--- src/rtl/eewp_pkg.sv ---
package eewp_pkg;

    // Protection level; the binary code is the value written in bits 3..2.
    typedef enum logic [1:0] {
        PROT_NONE = 2'b00,
        PROT_QTR  = 2'b01,
        PROT_HALF = 2'b10,
        PROT_ALL  = 2'b11
    } prot_lvl_e;

    typedef struct packed {
        logic [3:0] rsvd;
        prot_lvl_e  lvl;
        logic       wel;
        logic       wip;
    } stat_byte_t;

    // True when the two top address bits fall inside the fenced range.
    function automatic logic lvl_covers(prot_lvl_e lvl, logic [1:0] top2);
        case (lvl)
            PROT_NONE: return 1'b0;
            PROT_QTR:  return (top2 == 2'b11);
            PROT_HALF: return top2[1];
            default:   return 1'b1;
        endcase
    endfunction

endpackage

--- src/rtl/eewp_wel_latch.sv ---
module eewp_wel_latch (
    input  logic clk,
    input  logic rst,
    input  logic guard_n,
    input  logic set_req,
    input  logic clr_req,
    output logic wel
);

    always_ff @(posedge clk) begin
        if (rst)           wel <= 1'b0;
        else if (!guard_n) wel <= 1'b0;
        else if (clr_req)  wel <= 1'b0;
        else if (set_req)  wel <= 1'b1;
    end

    assert_guard_clears_R7: assert property (@(posedge clk) disable iff (rst)
        !guard_n |=> !wel);

    assert_set_takes_R6: assert property (@(posedge clk) disable iff (rst)
        (guard_n && set_req && !clr_req) |=> wel);

    assert_clear_wins_R6: assert property (@(posedge clk) disable iff (rst)
        clr_req |=> !wel);

endmodule

--- src/rtl/eewp_level_store.sv ---
module eewp_level_store
    import eewp_pkg::*;
(
    input  logic      clk,
    input  logic      rst,
    input  logic      accept,
    input  prot_lvl_e new_lvl,
    input  logic      busy,
    output prot_lvl_e lvl
);

    logic      busy_q;
    logic      pend_v;
    prot_lvl_e pend;
    logic      apply;

    assign apply = busy_q && !busy && pend_v;

    always_ff @(posedge clk) begin
        if (rst) begin
            busy_q <= 1'b0;
            pend_v <= 1'b0;
            pend   <= PROT_NONE;
            lvl    <= PROT_NONE;
        end else begin
            busy_q <= busy;
            if (apply) lvl <= pend;
            if (accept) begin
                pend   <= new_lvl;
                pend_v <= 1'b1;
            end else if (apply) begin
                pend_v <= 1'b0;
            end
        end
    end

    assert_level_held_R9: assert property (@(posedge clk) disable iff (rst)
        !apply |=> $stable(lvl));

    assert_level_loads_R10: assert property (@(posedge clk) disable iff (rst)
        apply |=> (lvl == $past(pend)));

endmodule

--- src/rtl/eewp_permit.sv ---
module eewp_permit
    import eewp_pkg::*;
#(
    parameter int ADDR_W = 9,
    parameter int PAGE_W = 4
) (
    input  logic              clk,
    input  logic              rst,
    input  logic              addr_load,
    input  logic [ADDR_W-1:0] tgt_addr,
    input  logic              guard_n,
    input  logic              wel,
    input  logic              busy,
    input  prot_lvl_e         lvl,
    output logic              array_ok,
    output logic              status_ok
);

    localparam int PG_W = ADDR_W - PAGE_W;

    logic [PG_W-1:0] pg_q;
    logic [1:0]      top2;
    logic            unused_bits;

    always_ff @(posedge clk) begin
        if (rst)            pg_q <= '0;
        else if (addr_load) pg_q <= tgt_addr[ADDR_W-1:PAGE_W];
    end

    generate
        if (PG_W >= 2) begin : g_wide
            assign top2 = pg_q[PG_W-1 -: 2];
        end else begin : g_narrow
            assign top2 = {pg_q[0], 1'b0};
        end
    endgenerate

    assign unused_bits = ^{tgt_addr[PAGE_W-1:0], pg_q};

    assign status_ok = guard_n && wel && !busy;
    assign array_ok  = status_ok && !lvl_covers(lvl, top2);

    assert_array_implies_status_R3: assert property (@(posedge clk) disable iff (rst)
        array_ok |-> status_ok);

    assert_no_latch_no_status_R5: assert property (@(posedge clk) disable iff (rst)
        !wel |-> !status_ok);

    assert_all_fenced_R3: assert property (@(posedge clk) disable iff (rst)
        (lvl == PROT_ALL) |-> !array_ok);

endmodule

--- src/rtl/eewp_status_unit.sv ---
module eewp_status_unit
    import eewp_pkg::*;
#(
    parameter int ADDR_W = 9,
    parameter int PAGE_W = 4
) (
    input  logic              clk,
    input  logic              rst,
    input  logic              hw_guard_n,
    input  logic              latch_set,
    input  logic              latch_clr,
    input  logic              arr_write_go,
    input  logic              stat_write_go,
    input  logic [7:0]        stat_wdata,
    input  logic              addr_load,
    input  logic [ADDR_W-1:0] tgt_addr,
    input  logic              busy,
    output logic [7:0]        status_byte,
    output logic              array_wr_ok,
    output logic              status_wr_ok
);

    logic       wel;
    prot_lvl_e  lvl;
    logic       acc_arr;
    logic       acc_stat;
    stat_byte_t sb;
    logic       unused_wdata;

    assign acc_arr  = arr_write_go && array_wr_ok;
    assign acc_stat = stat_write_go && status_wr_ok;
    assign unused_wdata = ^{stat_wdata[7:4], stat_wdata[1:0]};

    eewp_wel_latch u_latch (
        .clk     (clk),
        .rst     (rst),
        .guard_n (hw_guard_n),
        .set_req (latch_set),
        .clr_req (latch_clr || acc_arr || acc_stat),
        .wel     (wel)
    );

    eewp_level_store u_levels (
        .clk     (clk),
        .rst     (rst),
        .accept  (acc_stat),
        .new_lvl (prot_lvl_e'(stat_wdata[3:2])),
        .busy    (busy),
        .lvl     (lvl)
    );

    eewp_permit #(.ADDR_W(ADDR_W), .PAGE_W(PAGE_W)) u_permit (
        .clk       (clk),
        .rst       (rst),
        .addr_load (addr_load),
        .tgt_addr  (tgt_addr),
        .guard_n   (hw_guard_n),
        .wel       (wel),
        .busy      (busy),
        .lvl       (lvl),
        .array_ok  (array_wr_ok),
        .status_ok (status_wr_ok)
    );

    assign sb = '{rsvd: 4'b0000, lvl: lvl, wel: wel, wip: busy};
    assign status_byte = sb;

    assert_array_write_clears_R8: assert property (@(posedge clk) disable iff (rst)
        (arr_write_go && array_wr_ok) |=> !status_byte[1]);

    assert_status_write_clears_R9: assert property (@(posedge clk) disable iff (rst)
        (stat_write_go && status_wr_ok) |=> !status_byte[1]);

    assert_reserved_zero_R1: assert property (@(posedge clk) disable iff (rst)
        status_byte[7:4] == 4'b0000);

endmodule

--- config.mk ---
export PLATFORM = sky130hd
export DESIGN_NAME = eewp_status_unit
export DESIGN_NICKNAME = d
export VERILOG_FILES = /design/src/rtl/eewp_pkg.sv /design/src/rtl/eewp_wel_latch.sv /design/src/rtl/eewp_level_store.sv /design/src/rtl/eewp_permit.sv /design/src/rtl/eewp_status_unit.sv
export SDC_FILE = /design/constraint.sdc
export NUM_CORES = 1
export LEC_CHECK = 0
export ABC_AREA = 1
export BUFFER_PORTS_ARGS = -buffer_cell sky130_fd_sc_hd__buf_2
export CAP_MARGIN = 0
export CORE_AREA = 4 4 41 43
export CTS_BUF_LIST = sky130_fd_sc_hd__clkbuf_8
export CTS_CLUSTER_SIZE = 30
export DETAILED_ROUTE_END_ITERATION = 8
export DIE_AREA = 0 0 45 47
export GPL_TIMING_DRIVEN = 0
export HOLD_SLACK_MARGIN = 0.12
export PLACE_DENSITY = 0.68
export SLEW_MARGIN = 5
export SYNTH_ARGS = -nofsm -noshare
export SYNTH_HDL_FRONTEND = slang
export SYNTH_HIERARCHICAL = 1
export SYNTH_SLANG_ARGS = --single-unit
--- constraint.sdc ---
create_clock -name clk -period 2.7 [get_ports clk]
set_input_delay 0 -clock clk [delete_from_list [all_inputs] [get_ports clk]]
set_output_delay 0 -clock clk [all_outputs]
set_load 0.05 [all_outputs]
==> metrics.txt, run 1 <==
status finished, final reports clean; setup TNS 0 ns; final worst setup slack 0.9587 ns; clk_lat worst skew 0.23 ns; Rows 13; register area share after synthesis 40.34%; setup bufs post-CTS 0; delay of the slowest critical-path stage 0.55 ns; layout cell share with drive strength beyond 1 33.33%; maximum vdd drop 0.3175 mV; Crit Path Class input port to flip-flop; total CTS buffers 3; CP arrival 1.85 ns; clk_skew 0.004790 ns; Die Area 0.002115 sq mm; largest net degree at the start of global routing 7; effective utilization at floorplan 34.33%; Avg Cell Area, Syn 6.872 sq um; Critical Path Start Type input port; initial antenna violation count 0; clock transition at the registers of the reported paths 0.04 ns; RSZ-0062 raised after global routing no; drt drc 0; design area 732.0 sq um; CTS tree done; vias in the first global route 415; post-layout util 56.25%; CP max FO 1; Hold Crit Class input port to flip-flop; Tmin final 1.741 ns; vias after detailed routing 484; top post-synthesis cells by area dfxtp_1 40%, nor2_1 12%, buf_4 10%, nand2_1 10%, inv_1 7.6%; Max-Cap Viols 0; DR pass1 iterations 4; # setup viols final 0; gr ovfl total 0; Root Buffer clkbuf_8; H-tree levels 1; placed insts 101; Period Utilization, post-route 64.49%; post-route ant nets 0; IO Pins 36; vias per cell 4.137; Die Width 45 microns; clk sinks 9; first-pass GRT wire length 1683 microns; register bit count reported by yosys 9; commonest non-fill, non-tap cell in the layout buf_2; number of buffers added on ports 18; hold_ws 0.1786 ns; DRT iter0 DRCs 6; worst slack at placement 1.591 ns; max frequency 574.3 MHz; area leader, netlist dfxtp_1; Max Slew Vio Count 0; hpwl dp 760.6 microns; clk buf depth 2; final hold viol count 0; DP Area 566.8 sq um; Syn Inst Count 65; GRT Util Overall 11.10%; Final Net Count 129; post-layout power 0.3453 mW; pwr dens 471.8 mW/mm^2; crit end category flip-flop; GPL Wtd Cong 0.7782; most frequent CP cell dlygate4sd3_1; top-area cell type share of the netlist area 40.34%; CORE AREA 0.001301 sq mm; Yosys warnings 6; area of the mapped netlist 446.7 sq um; Die Ht 47 microns; synth-to-layout area growth 63.87%; most frequent cells in the layout 18 x buf_2, 14 x nor2_1, 12 x nand2_1, 12 x dlygate4sd3_1, 10 x inv_1; final non-filler cell total 117; CP required 2.81 ns; Antenna Cells 0; leakage dissipation 0.4045 nW; WL/cell 8.846 microns; WL final 1035 microns; worst-path cell with the longest stage delay dlygate4sd3_1; count of cell types in the netlist 13; crit path cell chain dlygate4sd3_1 > buf_2 > nand2_1 > dlygate4sd3_1 > a21oi_1 > dlygate4sd3_1; FILL cells 127
layout make-up:
| class | count | area, sq um | area share (%) |
|---|---|---|---|
| repair buffers | 30 | 210.2 | 28.72 |
| multi-input cells | 42 | 191.4 | 26.15 |
| flip-flops and latches | 9 | 180.2 | 24.62 |
| plain buffers | 6 | 45.04 | 6.154 |
| clock buffers | 3 | 41.29 | 5.641 |
| inverters | 11 | 41.29 | 5.641 |
| well taps | 15 | 18.77 | 2.564 |
| clock inverters | 1 | 3.754 | 0.5128 |
power by group:
group | switching, mW | internal (mW)
clock | 0.0482 | 0.0986
combinational | 0.0325 | 0.0273
sequential | 0.00209 | 0.137
total | 0.0827 | 0.263
sequential cells by signal, summed over array words and instances (netlist names):
register         flops
u_latch/wel          1
u_levels/busy_q      1
u_levels/lvl         2
u_levels/pend        2
u_levels/pend_v      1
u_permit/pg_q        2
synthesized netlist by cell type, drive strengths merged:
library cell,count
a21oi,3
buf,6
conb,1
dfxtp,9
inv,11
nand2,14
nand3,4
nor2,15
o21ai,2
per-layer routing:
metal / global-route usage (%) / wire length (microns) / vias up
li1: - / - / 258
met1: 13.33 / 446 / 209
met2: 18.08 / 509 / 15
met3: 1.149 / 72 / 2
met4: 8.772 / 6 / 0
met5: 0 / 0 / -
path summary, 6_finish.rpt:
check | cells past startpoint | startpoint | slack, ns | to
worst max-delay path | 6 | tgt_addr[7] | 0.96 | u_permit/pg_q[3]
worst min-delay path | 5 | busy | 0.18 | u_levels/pend_v
worst max register to register | 10 | u_latch/wel | 1.06 | u_latch/wel
worst min register to register | 2 | u_levels/pend_v | 0.47 | u_levels/pend_v
logic make-up (layout without fill, tap and decap cells):
family | after synthesis | count (layout) | share of synthesized area [%]
AND/OR/NAND/NOR | 33 | 33 | 33.89
AO/OA/AOI/OAI | 5 | 5 | 5.601
other | 1 | 4 | 0.8395
flip-flops | 9 | 9 | 40.34
buffers and inverters | 17 | 51 | 19.33
critical path, delay by kind of cell:
kind                   cells  cell delay, ns
AND/OR/NAND/NOR            1            0.05
buffers and inverters      4            1.74
AO/OA/AOI/OAI              1            0.06
timing repair:
item                      CTS  global route
gates resized for setup     0             0
hold buffers               12             0
hold endpoints to repair    7             0
(Power assumes the default switching activity.)
==> inputs of run 2 (changes only) <==
ABC_AREA = 0   (was 1)
PLACE_DENSITY = 0.7   (was 0.68)
clock period = 1.5 ns   (was 2.7 ns; I/O delays follow)
==> run 2 against run 1 <==
Wire length decreased by 2.0%. Count of clock-buffer cells in the layout unchanged. Clock power grew 90%. Final area is 1.9% higher. Core utilization grew 1.1 points. Largest cell class unchanged. Largest power group unchanged. Highest routed layer unchanged.
==> metrics.txt, run 2 <==
gr ovfl total 0; layout cell share with drive strength beyond 1 43.75%; post-route ant nets 0; count of cell types in the netlist 15; Max Slew Vio Count 0; Final Net Count 107; clk buf depth 2; crit path from u_levels/lvl[1]; CP arrival 1.39 ns; Tmin final 1.394 ns; post-layout power 0.6388 mW; post-CTS resize count 0; Yosys warnings 6; effective utilization at floorplan 33.75%; Critical Path Start Type flip-flop; synth-to-layout area growth 69.80%; Top FF cell, synth dfxtp_1; Die Area 0.002115 sq mm; CTS tree done; area of the mapped netlist 439.2 sq um; Root Buffer clkbuf_8; H-tree levels 1; setup bufs post-CTS 0; RSZ-0062 raised after global routing no; area leader, netlist dfxtp_1; top-area cell type share of the netlist area 41.03%; setup TNS 0 ns; first-pass GRT wire length 1711 microns; number of buffers added on ports 18; clk sinks 9; most frequent cells in the layout 18 x buf_2, 13 x dlygate4sd3_1, 8 x nor2_1, 7 x dfxtp_1; clock transition at the registers of the reported paths 0.05 ns; drt drc 0; DRT iter0 DRCs 2; hold depth 2; top post-synthesis cells by area dfxtp_1 41%, mux2i_1 14%, buf_4 10%, nor2_1 7.7%, a2111oi_4 6.3%; hpwl dp 638.5 microns; register-to-register setup slack 0.26 ns; Rows 13; IO Pins 36; vias per cell 4.200; Reg-to-Reg End u_latch/wel; max frequency 717.2 MHz; vias after detailed routing 399; Max-Cap Viols 0; Crit path max-delay family flip-flops; register bit count reported by yosys 9; register area share after synthesis 41.03%; status finished, final reports clean; WL final 1014 microns; clk_skew 0.001567 ns; Die Ht 47 microns; worst-path cell with the longest stage delay dfxtp_4; crit path cell chain and2_4 > a2111oi_4 > buf_2; WL/cell 10.67 microns; Syn Inst Count 42; delay of the slowest critical-path stage 0.35 ns; total CTS buffers 3; final hold viol count 0; Antenna Cells 0; Post-synth ARST share 0%; GRT Util Overall 12.58%; largest net degree at the start of global routing 10; Hold Crit Class flip-flop to flip-flop; Crit Path Class flip-flop to output pin; GPL Wtd Cong 0.7040; hold path start u_levels/pend[1]; Period Utilization, post-route 92.96%; cts hold-fix bufs 13; post-layout util 57.31%; pwr dens 856.6 mW/mm^2; crit end category output pin; Min-Delay Endpoint u_levels/pend[1]; commonest cells in the netlist 9 x dfxtp_1, 9 x nor2_1, 6 x buf_4, 6 x mux2i_1, 2 x and2_2; # setup viols final 0; commonest non-fill, non-tap cell in the layout buf_2; initial antenna violation count 0; maximum vdd drop 0.7364 mV; CP required 1.50 ns; CORE AREA 0.001301 sq mm; vias in the first global route 385; worst reg2reg path depth 4; leakage dissipation 0.3892 nW; WP buf/inv 1; top flop regs u_levels/lvl (2), u_levels/pend (2), u_permit/pg_q (2); DR pass1 iterations 2; Reg-to-Reg Start u_levels/lvl[0]; EDFF count, synth 0; CP max FO 4; clk_lat worst skew 0.24 ns; Die Width 45 microns; Avg Cell Area, Syn 10.46 sq um
-- run 2: changes by cell type after synthesis, moves of 5 or more --
| cell | before | now |
|---|---|---|
| nand2_1 | 12 | 1 |
| mux2i_1 | 0 | 6 |
| nor2_1 | 14 | 9 |
| inv_1 | 9 | 0 |
-- run 2: final cells by class --
class,count,area (sq um)
sequential,9,187.7
clock inverter,1,3.754
timing repair buffer,31,220.2
fill,118,555.5
tap,15,18.77
buffer,6,45.04
clock buffer,3,41.29
multi-input combinational,30,229.0
-- run 2: tightest hold or removal path, stage by stage, from the launching register on --
cell     delay [ns]
dfxtp_1        0.33
mux2i_1        0.07
nor2_1         0.07
-- run 2: worst max-delay path by stage --
stage                              to  cells after the start
after floorplan           u_latch/wel                      4
after global routing      array_wr_ok                      3
after global placement    u_latch/wel                      4
after detailed placement  u_latch/wel                      4
final                     array_wr_ok                      3
after CTS                 array_wr_ok                      3
-- run 2: power breakdown --
group | total, mW | switching (mW) | internal (mW)
sequential | 0.247 | 0.00464 | 0.242
combinational | 0.112 | 0.0561 | 0.0557
clock | 0.280 | 0.101 | 0.179
total | 0.639 | 0.162 | 0.477
-- run 2: cell families (layout without fill, tap and decap cells) --
group	count (synthesis)	after routing	share of synthesized area, %
AO/OA/AOI/OAI	4	4	11.40
buffers and inverters	6	41	10.26
flip-flops	9	9	41.03
multiplexers	6	6	13.68
other	1	4	0.8539
AND/OR/NAND/NOR	16	16	22.79
-- run 2: metrics by stage --
step,std cells,hold slack (ns),instance area [sq um],setup WS [ns]
after detailed placement,78,0.2397,570.5,0.2658
after global routing,95,0.5163,745.7,0.05315
final,95,0.5008,745.7,0.1057
after floorplan,45,0.06270,461.7,-0.2442
after CTS,95,0.5056,745.7,0.09353
after global placement,78,0.2356,570.5,0.2708
-- run 2: metal layers --
layer | share of wire [%] | vias up | global-route usage [%]
li1 | - | 207 | -
met1 | 38 | 164 | 11.64
met2 | 45 | 24 | 18.93
met3 | 13 | 4 | 7.663
met4 | 3.9 | 0 | 12.28
met5 | 0 | - | 0
==> inputs of run 3 (changes only) <==
SYNTH_HIERARCHICAL = not set   (was 1)
==> run 3 against run 2 <==
First-iteration DRC count down 50%. Count of clock-buffer cells in the layout did not move. Worst setup slack gained 0.13 ns. Clock skew rose by 0.0024 ns. Flip-flop and latch count did not move. Wire length down 16%. Critical path type unchanged.
==> metrics.txt, run 3 <==
status finished, final reports clean; final hold viol count 0; Die Width 45 microns; Final Net Count 105; vias after detailed routing 382; commonest cells in the netlist 9 x dfxtp_1, 6 x buf_4, 6 x mux2i_1, 6 x nor2_1, 2 x o21ai_1; Period Utilization, post-route 84.38%; clk buf depth 2; hold_ws 0.05524 ns; total CTS buffers 3; Reg power frac 40.1%; Tmin final 1.266 ns; WL/cell 9.183 microns; EDFF count, synth 0; Most Crowded Layer GR met2; # setup viols final 0; mux cell area share after synthesis 13.41%; worst slack at placement 0.4718 ns; CTS tree done; synth-to-layout area growth 58.10%; leakage dissipation 0.4045 nW; gr ovfl total 0; most frequent cells in the layout 17 x buf_2, 10 x dlygate4sd3_1, 9 x dfxtp_1; Post-Synth Simple-Gate Area 23.74%; final worst setup slack 0.2342 ns; CORE AREA 0.001301 sq mm; area of the mapped netlist 447.9 sq um; Comb pwr share 17.1%; Top FF cell, synth dfxtp_1; largest net degree at the start of global routing 10; post-route ant nets 0; H-tree levels 1; vias in the first global route 340; number of buffers added on ports 17; most numerous cell in the Yosys netlist dfxtp_1; Yosys warnings 0; Adder-Cell Fraction of Synth Area 0%; Max-Cap Viols 0; top post-synthesis cells by area dfxtp_1 40%, mux2i_1 13%, buf_4 10%, nand4b_4 5.3%, nor2_1 5.0%; clock transition at the registers of the reported paths 0.05 ns; register area share after synthesis 40.22%; hpwl dp 687.6 microns; clk_skew 0.003943 ns; hold path start latch_clr; met3 global-route usage 3.831%; commonest non-fill, non-tap cell in the layout buf_2; clk sinks 9; xor/xnor share of the synthesized area 0%; Max Slew Vio Count 0; area leader, netlist dfxtp_1; Die Ht 47 microns; P_int 0.4758 mW; final non-filler cell total 93; Reg-to-Reg Start u_permit.pg_q[3]; top-area cell type share of the netlist area 40.22%; GR met2 Demand/Resource 15.25%; GPL Wtd Cong 0.6586; Avg Cell Area, Syn 10.18 sq um; Synth Area in Compound Gates 8.380%; drt drc 0; first-pass GRT wire length 1311 microns; Rows 13; Antenna Cells 0; area of the multi-input gates 219.0 sq um; count of cell types in the netlist 20; max frequency 790.0 MHz; register area 180.2 sq um; vias per cell 4.108; register bit count reported by yosys 9; FILL cells 140; effective utilization at floorplan 34.42%; GR met1 Demand/Resource 8.756%; pwr dens 882.4 mW/mm^2; CP max FO 4; CP required 1.50 ns; Root Buffer clkbuf_8; crit end category output pin; sw frac 23.85%; Post-synth ARST share 0%; RSZ-0062 raised after global routing no; clock network fraction of design power 42.8%; Crit Path Class flip-flop to output pin; post-CTS resize count 0; Hold Crit Class input port to flip-flop; Syn Inst Count 44; Die Area 0.002115 sq mm; maximum vdd drop 0.8707 mV; setup TNS 0 ns; IO Pins 36; DRT iter0 DRCs 1; layout cell share with drive strength beyond 1 41.03%; crit path from u_latch.wel; largest family of logic cells by synthesized area simple AND/OR/NAND/NOR gates; initial antenna violation count 0; CP arrival 1.27 ns; Critical Path Start Type flip-flop; DR pass1 iterations 2; clk_lat worst skew 0.23 ns; WL final 854 microns; placed insts 79; switching power 0.1491 mW; GRT Util Overall 8.571%; top flop regs u_levels.lvl (2), u_levels.pend (2), u_permit.pg_q (2)
## run 3: layer usage
layer  wire [microns]  up-vias
met5                0        -
met4                0        0
met3              109        0
met2              381       15
met1              363      160
li1                 -      207
## run 3: kinds of logic after synthesis
group / count (synthesis)
AO/OA/AOI/OAI: 6
buffers and inverters: 8
AND/OR/NAND/NOR: 14
other: 1
multiplexers: 6
flip-flops: 9
## run 3: timing repair
item                                    in CTS  in global routing
setup buffers                                0                  0
endpoints found under the setup margin       0                  1
hold endpoints to repair                     9                  0
hold buffers                                11                  0
## run 3: stage by stage
step	power (mW)	area [sq um]	utilization [%]
3_3_place_gp	0.3399	563.0	43.27
2_1_floorplan	0.3163	459.2	-
6_report	0.6249	708.2	54.42
4_1_cts	0.6317	718.2	55.19
5_1_grt	0.6555	708.2	54.42
3_5_place_dp	0.3406	563.0	43.27
## run 3: final timing paths
check                     endpoint  slack, ns  cells after the start
setup / recovery       array_wr_ok       0.23                      4
hold / removal         u_latch.wel       0.06                      4
setup reg to reg  u_permit.pg_q[3]       0.36                      3
hold reg to reg    u_levels.lvl[0]       0.49                      2
## run 3: critical path, stage by stage, from the launching register on
cell     delay (ns)
dfxtp_1        0.41
nand2_1        0.09
nor2_2         0.13
and3_1         0.16
buf_2          0.25
## run 3: power by group through the flow
stage | clock, mW | sequential (mW) | combinational (mW)
after floorplan | 0 | 0.254 | 0.0622
after global placement | 0 | 0.255 | 0.0851
after detailed placement | 0 | 0.255 | 0.0857
after CTS | 0.273 | 0.250 | 0.108
after global routing | 0.291 | 0.251 | 0.114
final | 0.267 | 0.251 | 0.107
## run 3: cell type report
class	instances	share of cell area (%)
multi-input cells	30	30.92
repair buffers	27	26.15
flip-flops and latches	9	25.44
plain buffers	7	7.951
clock buffers	3	5.830
well taps	15	2.650
clock inverters	1	0.5300
inverters	1	0.5300
